`src/rtl/wdk_pkg.sv`:
```
package wdk_pkg;
  localparam logic [7:0] KEY_CLEAR = 8'hA5;
  localparam logic [7:0] KEY_LOAD  = 8'h5A;
  localparam logic [7:0] CLEAR_LOW = 8'h00;
  localparam int         ENA_BIT   = 6;
  localparam int         SEL_BIT   = 5;

  typedef struct packed {
    logic ovf;
    logic ena;
    logic sel;
  } rst_fields_t;
endpackage

```
`src/rtl/wdk_wdec.sv`:
```
module wdk_wdec #(
  parameter int               ADDR_W  = 16,
  parameter logic [ADDR_W-1:0] WR_ADDR = 16'hFF76
) (
  input  logic              bus_wr,
  input  logic              bus_word,
  input  logic [ADDR_W-1:0] bus_addr,
  input  logic [15:0]       bus_wdata,
  output logic              clr_req,
  output logic              load_req,
  output logic              load_ena,
  output logic              load_sel
);
  import wdk_pkg::*;

  logic       hit;
  logic [7:0] key;
  logic [7:0] low;

  always_comb begin
    hit      = bus_wr && bus_word && (bus_addr == WR_ADDR);
    key      = bus_wdata[15:8];
    low      = bus_wdata[7:0];
    clr_req  = hit && (key == KEY_CLEAR) && (low == CLEAR_LOW);
    load_req = hit && (key == KEY_LOAD);
    load_ena = low[ENA_BIT];
    load_sel = low[SEL_BIT];
  end
endmodule

```
`src/rtl/wdk_rstctl.sv`:
```
module wdk_rstctl (
  input  logic                 clk,
  input  logic                 rst_n,
  input  logic                 clr_req,
  input  logic                 load_req,
  input  logic                 load_ena,
  input  logic                 load_sel,
  input  logic                 ovf_pulse,
  output wdk_pkg::rst_fields_t fields_q
);
  import wdk_pkg::*;

  rst_fields_t fields_d;
  logic        upd_en;

  always_comb begin
    fields_d = fields_q;
    if (load_req) begin
      fields_d.ena = load_ena;
      fields_d.sel = load_sel;
    end
    if (clr_req)   fields_d.ovf = 1'b0;
    if (ovf_pulse) fields_d.ovf = 1'b1;
    upd_en = load_req || clr_req || ovf_pulse;
  end

  always_ff @(posedge clk or negedge rst_n) begin
    if (!rst_n)      fields_q <= '0;
    else if (upd_en) fields_q <= fields_d;
  end
endmodule

```
`src/rtl/wdk_counter.sv`:
```
module wdk_counter #(
  parameter int CNT_W = 8
) (
  input  logic             clk,
  input  logic             rst_n,
  input  logic             cnt_inc,
  output logic [CNT_W-1:0] cnt_q
);
  logic [CNT_W-1:0] cnt_d;

  always_comb cnt_d = cnt_q + CNT_W'(1);

  always_ff @(posedge clk or negedge rst_n) begin
    if (!rst_n)       cnt_q <= '0;
    else if (cnt_inc) cnt_q <= cnt_d;
  end
endmodule

```
`src/rtl/wdk_rdmux.sv`:
```
module wdk_rdmux #(
  parameter int                ADDR_W    = 16,
  parameter int                DATA_W    = 8,
  parameter logic [ADDR_W-1:0] BASE_ADDR = 16'hFF74,
  parameter logic [DATA_W-1:0] CTRL_VAL  = 8'h18
) (
  input  logic                 clk,
  input  logic                 rst_n,
  input  logic                 bus_rd,
  input  logic [ADDR_W-1:0]    bus_addr,
  input  logic [DATA_W-1:0]    cnt_val,
  input  wdk_pkg::rst_fields_t fields,
  output logic [DATA_W-1:0]    rdata_q
);
  localparam logic [ADDR_W-1:0] CNT_ADDR = BASE_ADDR + ADDR_W'(1);
  localparam logic [ADDR_W-1:0] RST_ADDR = BASE_ADDR + ADDR_W'(3);
  localparam int                FILL_W   = DATA_W - 3;

  logic [DATA_W-1:0] rdata_d;

  always_comb begin
    unique case (bus_addr)
      BASE_ADDR: rdata_d = CTRL_VAL;
      CNT_ADDR:  rdata_d = cnt_val;
      RST_ADDR:  rdata_d = {fields.ovf, fields.ena, fields.sel, {FILL_W{1'b1}}};
      default:   rdata_d = '1;
    endcase
  end

  always_ff @(posedge clk or negedge rst_n) begin
    if (!rst_n)      rdata_q <= '0;
    else if (bus_rd) rdata_q <= rdata_d;
  end
endmodule

```
`src/rtl/wdk_regs.sv`:
```
module wdk_regs #(
  parameter int                ADDR_W    = 16,
  parameter int                DATA_W    = 8,
  parameter logic [ADDR_W-1:0] BASE_ADDR = 16'hFF74,
  parameter logic [DATA_W-1:0] CTRL_VAL  = 8'h18
) (
  input  logic              clk,
  input  logic              rst_n,
  input  logic [ADDR_W-1:0] bus_addr,
  input  logic [15:0]       bus_wdata,
  input  logic              bus_word,
  input  logic              bus_wr,
  input  logic              bus_rd,
  output logic [DATA_W-1:0] bus_rdata,
  input  logic              ovf_pulse,
  input  logic              cnt_inc
);
  import wdk_pkg::*;

  localparam logic [ADDR_W-1:0] WR_ADDR = BASE_ADDR + ADDR_W'(2);

  logic              clr_req, load_req, load_ena, load_sel;
  rst_fields_t       fields_q;
  logic              ovf_q, ena_q, sel_q;
  logic [DATA_W-1:0] cnt_q;

  wdk_wdec #(.ADDR_W(ADDR_W), .WR_ADDR(WR_ADDR)) u_wdec (
    .bus_wr   (bus_wr),
    .bus_word (bus_word),
    .bus_addr (bus_addr),
    .bus_wdata(bus_wdata),
    .clr_req  (clr_req),
    .load_req (load_req),
    .load_ena (load_ena),
    .load_sel (load_sel)
  );

  wdk_rstctl u_rstctl (
    .clk      (clk),
    .rst_n    (rst_n),
    .clr_req  (clr_req),
    .load_req (load_req),
    .load_ena (load_ena),
    .load_sel (load_sel),
    .ovf_pulse(ovf_pulse),
    .fields_q (fields_q)
  );

  wdk_counter #(.CNT_W(DATA_W)) u_counter (
    .clk    (clk),
    .rst_n  (rst_n),
    .cnt_inc(cnt_inc),
    .cnt_q  (cnt_q)
  );

  wdk_rdmux #(
    .ADDR_W(ADDR_W), .DATA_W(DATA_W), .BASE_ADDR(BASE_ADDR), .CTRL_VAL(CTRL_VAL)
  ) u_rdmux (
    .clk     (clk),
    .rst_n   (rst_n),
    .bus_rd  (bus_rd),
    .bus_addr(bus_addr),
    .cnt_val (cnt_q),
    .fields  (fields_q),
    .rdata_q (bus_rdata)
  );

  always_comb begin
    ovf_q = fields_q.ovf;
    ena_q = fields_q.ena;
    sel_q = fields_q.sel;
  end
endmodule

```
`config.mk`:
```
export PLATFORM = sky130hd
export DESIGN_NAME = wdk_regs
export DESIGN_NICKNAME = d
export VERILOG_FILES = /design/src/rtl/wdk_pkg.sv /design/src/rtl/wdk_wdec.sv /design/src/rtl/wdk_rstctl.sv /design/src/rtl/wdk_counter.sv /design/src/rtl/wdk_rdmux.sv /design/src/rtl/wdk_regs.sv
export SDC_FILE = /design/constraint.sdc
export NUM_CORES = 1
export LEC_CHECK = 0
export BUFFER_PORTS_ARGS = -buffer_cell sky130_fd_sc_hd__buf_2
export CORE_MARGIN = 2
export CORE_UTILIZATION = 44
export DETAILED_ROUTE_END_ITERATION = 10
export PLACE_DENSITY_LB_ADDON = 0.15
export SETUP_SLACK_MARGIN = 0.2
export SLEW_MARGIN = 40
export SYNTH_ARGS = -nofsm -noshare
export SYNTH_HDL_FRONTEND = slang
export SYNTH_SLANG_ARGS = --single-unit
```
`constraint.sdc`:
```
create_clock -name clk -period 1.3 [get_ports clk]
set_input_delay 0.13 -clock clk [delete_from_list [all_inputs] [get_ports clk]]
set_output_delay 0.13 -clock clk [all_outputs]
set_load 0.01 [all_outputs]
```
Word-level counts from Yosys, hierarchy flattened
Cells that the tools add are included.
{"block": "totals", "regBits": 19, "input_bits": 39}
{"block": "classes", "n_addsub": 1, "n_reduce_logical": 11, "n_eq_ne": 6, "mux": 3}
{"op": "$eq A16 B16 Y1 const B", "n": 4}
{"op": "$pmux W8 S3", "n": 1}
{"op": "$add A8 B1 Y8 const B", "n": 1}
{"op": "$eq A8 B7 Y1 const B", "n": 1}
{"op": "$eq A8 B8 Y1 const B", "n": 1}
{"op": "$logic_not A8 Y1", "n": 1}
{"op": "$logic_and A1 B1 Y1", "n": 5}
{"op": "$reduce_and A2 Y1", "n": 2}
{"op": "$logic_or A1 B1 Y1", "n": 2}
{"op": "$mux W1", "n": 2}
{"op": "$reduce_bool A2 Y1", "n": 1}

Longest topological paths before layout
{"block": "depth", "depth_word": 7, "mapped_depth": 5}

Hierarchy
A second synthesis with hierarchy kept.
{"block": "hier_totals", "hier_cells": 96, "hier_area_um2": 1043.5}
{"module": "wdk_rdmux", "cells_each": 45, "area_per_inst_um2": 454.2, "instances": 1, "seq_area_each_um2": 200.2}
{"module": "wdk_counter", "cells_each": 26, "area_per_inst_um2": 337.8, "instances": 1, "seq_area_each_um2": 200.2}
{"module": "wdk_wdec", "cells_each": 18, "area_per_inst_um2": 142.6, "instances": 1, "seq_area_each_um2": 0.0}
{"module": "wdk_rstctl", "cells_each": 7, "area_per_inst_um2": 108.9, "instances": 1, "seq_area_each_um2": 75.1}

Least setup slack after synthesis
OpenSTA, ideal clock, no wires.
{"block": "synth_timing", "path_type": "input-to-reg", "start": "input port bus_addr[3]", "end": "register, netlist name u_rstctl.fields_q[0]", "setup_ns": 0.128, "arrival_time_ns": 1.391, "path_slack_ns": -0.219, "stages": 5, "required_ns": 1.172, "path_cell_list": "nand4b_1 or4_1 buf_2 nor3_4 mux2_1"}
{"block": "synth_via", "elab_chain_cells": 7}
{"item": "start, declared", "line_no": "wdk_regs.sv:9", "text": "input logic [ADDR_W-1:0] bus_addr,"}
{"item": "$eq A16 B16 Y1 *", "line_no": "wdk_wdec.sv:21", "text": "hit = bus_wr && bus_word && (bus_addr == WR_ADDR);"}
{"item": "$logic_and A1 B1 Y1 *", "line_no": "wdk_wdec.sv:21"}
{"item": "$logic_and A1 B1 Y1 (2 in a row)", "line_no": "wdk_wdec.sv:24", "text": "clr_req = hit && (key == KEY_CLEAR) && (low == CLEAR_LOW);"}
{"item": "$logic_or A1 B1 Y1 (2 in a row)", "line_no": "wdk_rstctl.sv:24", "text": "upd_en = load_req || clr_req || ovf_pulse;"}
{"item": "$reduce_and A2 Y1 (no source line) *"}
Every way passes the cells marked *; elsewhere a longest branch is shown, timed or not.
A chain may end at the register's enable or synchronous reset.

Worst setup path after layout
{"block": "layout_timing", "start": "input port bus_addr[3]", "end": "register, netlist name u_rstctl.fields_q[0]"}
{"block": "layout_via", "elab_chain_cells": 7}
{"item": "$eq A16 B16 Y1 *", "line_no": "wdk_wdec.sv:21"}
{"item": "$logic_and A1 B1 Y1 *", "line_no": "wdk_wdec.sv:21"}
{"item": "$logic_and A1 B1 Y1 (2 in a row)", "line_no": "wdk_wdec.sv:24"}
{"item": "$logic_or A1 B1 Y1 (2 in a row)", "line_no": "wdk_rstctl.sv:24"}
{"item": "$reduce_and A2 Y1 (no source line) *"}
Marked as above.

==> results_dict.tcl <==
set metrics [dict create \
    critPathBufInv 1 \
    fillCellCount 166 \
    routed_wl_um 1940 \
    critPathRequiredTime_ns 1.48 \
    synth_top_area_frac 0.511 \
    clock-root-buffer "clkbuf_4" \
    slew-limit-headroom 0.722 \
    cap_violations 0 \
    synthCells 90 \
    grt_overflow 0 \
    wl_per_cell_um 11.2 \
    grt_max_degree 20 \
    stdcell_count 173 \
    area_growth_pct 44.0 \
    start_util 0.469 \
    end_kind "register" \
    portBuffers 46 \
    grt_pass1_wl_um 3350 \
    firstDrtPassIters 4 \
    min_period_ns 1.21 \
    yosysUniqueCellTypes 25 \
    hold_path.class "in -> reg" \
    final-setup-viol-count 0 \
    worstSetupStartpointType "input port" \
    worst_slew_pin_slew_ns 0.416 \
    cts_max_path_buffers 2 \
    synthTopCellsByCount "dfrtp_1, nor2_1, nand2_1, a31oi_1" \
    finClkSkew_ns 0.00569 \
    htreeDepth 1 \
    die_w_um 50.0 \
    pin_count 47 \
    drive_gt1_frac 0.466 \
    gp_congestion 0.759 \
    arrival_ns 1.39 \
    ant_nets 0 \
    synth-main-ff-cell "dfrtp_1" \
    grt_antenna_before_repair 0 \
    hold_viol 0 \
    first_global_vias 849 \
    cts_tree "built" \
    ys_ff_latch 19 \
    synth_fp_nets 130 \
    die_h_um 50.0 \
    core_area_mm2 0.00198 \
    vias 895 \
    avgSynthCellArea_um2 10.3 \
    cts_sinks 19 \
    crit_family "simple AND/OR/NAND/NOR gates" \
    drt-vias-per-instance 5.17 \
    numCtsBuffers 3 \
    cpMaxStageDelayCell "or4_4" \
    path_cells "buf_6 -> nand4b_1 -> or4_4 -> nor3_4 -> mux2_4" \
    synthArstFlopShare 1.00 \
    syn_area_um2 930 \
    finalMaxSlewViolations 0 \
    post-route-period-util 0.929 \
    fin_nets 187 \
    clk_pin_slew_ns 0.10 \
    irDropWorstVdd_v 0.000798 \
    status "completed" \
    grt_use_total 0.173 \
    whs_ns 0.0923 \
    rsz0062_at_grt "true" \
    place_inst 163 \
    yosysWarnings 0 \
    critPathMaxFanout 2 \
    fin_util 0.676 \
    fmax_mhz 828 \
    crit_type "in -> reg" \
    cpPeakStageDelay_ns 0.52 \
    die_area_mm2 0.00250 \
    first_iter_violations 7 \
    yosysSeqAreaShare 0.511 \
    p_leak_nw 0.600 \
    synth_edf_count 0 \
    fp-row-count 16 \
    remaining_drc_errors 0 \
    p_per_area_mw_per_mm2 1180 \
    dp_hpwl_um 1520 \
    diodes 0 \
    synth_most_common_cell "dfrtp_1" \
    insertion_delay_ns 0.29 \
    yosysTopAreaCell "dfrtp_1" \
    netlist_top_cells_area "dfrtp_1, nor2_1, a31oi_1" \
]
## final timing paths
check	startpoint	to	slack, ns	depth (start not counted)
worst max register to register	u_counter.cnt_q[0]$_DFFE_PN0P_	u_counter.cnt_q[6]$_DFFE_PN0P_	0.19	4
max in group asynchronous	rst_n	u_rstctl.fields_q[2]$_DFFE_PN0P_	0.71	2
worst max-delay path	bus_addr[3]	u_rstctl.fields_q[0]$_DFFE_PN0P_	0.09	5
worst min register to register	u_counter.cnt_q[7]$_DFFE_PN0P_	u_counter.cnt_q[7]$_DFFE_PN0P_	0.50	1
worst min-delay path	bus_wdata[6]	u_rstctl.fields_q[1]$_DFFE_PN0P_	0.09	2
min in group asynchronous	rst_n	u_rdmux.rdata_q[3]$_DFFE_PN0P_	0.30	2
## routing by layer
| layer | global-route usage | vias up | wire (µm) |
|---|---|---|---|
| met1 | 0.198 | 411 | 846 |
| met2 | 0.316 | 40 | 930 |
| met5 | 0 | - | 0 |
| li1 | - | 442 | - |
| met3 | 0.0364 | 2 | 146 |
| met4 | 0.0556 | 0 | 19 |
## kinds of logic after synthesis
logic type,synth area share
multiplexers,0.0363
adder cells (fa/ha/maj),0.0135
AND/OR/NAND/NOR,0.275
AO/OA/AOI/OAI,0.0848
XOR/XNOR,0.0660
buffers and inverters,0.0134
flip-flops,0.511
## state kept, by name, summed over array words and instances, names as in the netlist
register and count:
u_rstctl.fields_q 3, u_rdmux.rdata_q 8, u_counter.cnt_q 8
## metrics by stage
step / setup WS [ns] / setup TNS, ns / total power, mW / area (µm²)
finish: 0.0924 / 0 / 1.58 / 1340
global route: 0.0695 / 0 / 1.69 / 1340
CTS: 0.0856 / 0 / 1.48 / 1290
detailed placement: -0.305 / -2.82 / 1.13 / 1210
global placement: -0.261 / -2.58 / 1.12 / 1210
floorplan: -0.169 / -0.532 / 0.999 / 943
## placed cells by master, fill, tap and decap left out, drive strengths merged
cell,synthesis,routed
xnor2,4,4
nand4,4,4
nor2,14,14
dlygate4sd3,0,1
xor2,3,3
nor4bb,2,2
nand2,7,7
a31oi,6,6
nor3,2,2
a221oi,3,3
nor4,2,2
clkbuf,1,4
nor2b,3,3
buf,2,54
nand2b,3,3
nand4b,3,3
or4bb,1,1
ha,1,1
or4,1,1
nand3,3,3
a21oi,3,3
mux2,3,3
dfrtp,19,19
## what timing repair did
action | 4_1_cts | 5_1_grt
hold buffers | 1 | 0
setup endpoints to repair | 13 | 13
pin swaps | 2 | 3
setup buffers | 2 | 3
endpoints found under the hold margin | 19 | 0
resized for setup | 6 | 5
## area by class of cell
cell class              count  area (µm²)  area share
well taps                  27        33.8      0.0252
repair buffers             55         314       0.235
flip-flops and latches     19         475       0.355
multi-input cells          68         489       0.365
clock buffers               4        26.3      0.0196
## power breakdown
group          switching, mW  internal (mW)
clock                  0.170          0.119
combinational          0.183          0.276
sequential             0.136          0.697
total                  0.489           1.09
No activity file was read; power rests on OpenSTA's default activity.
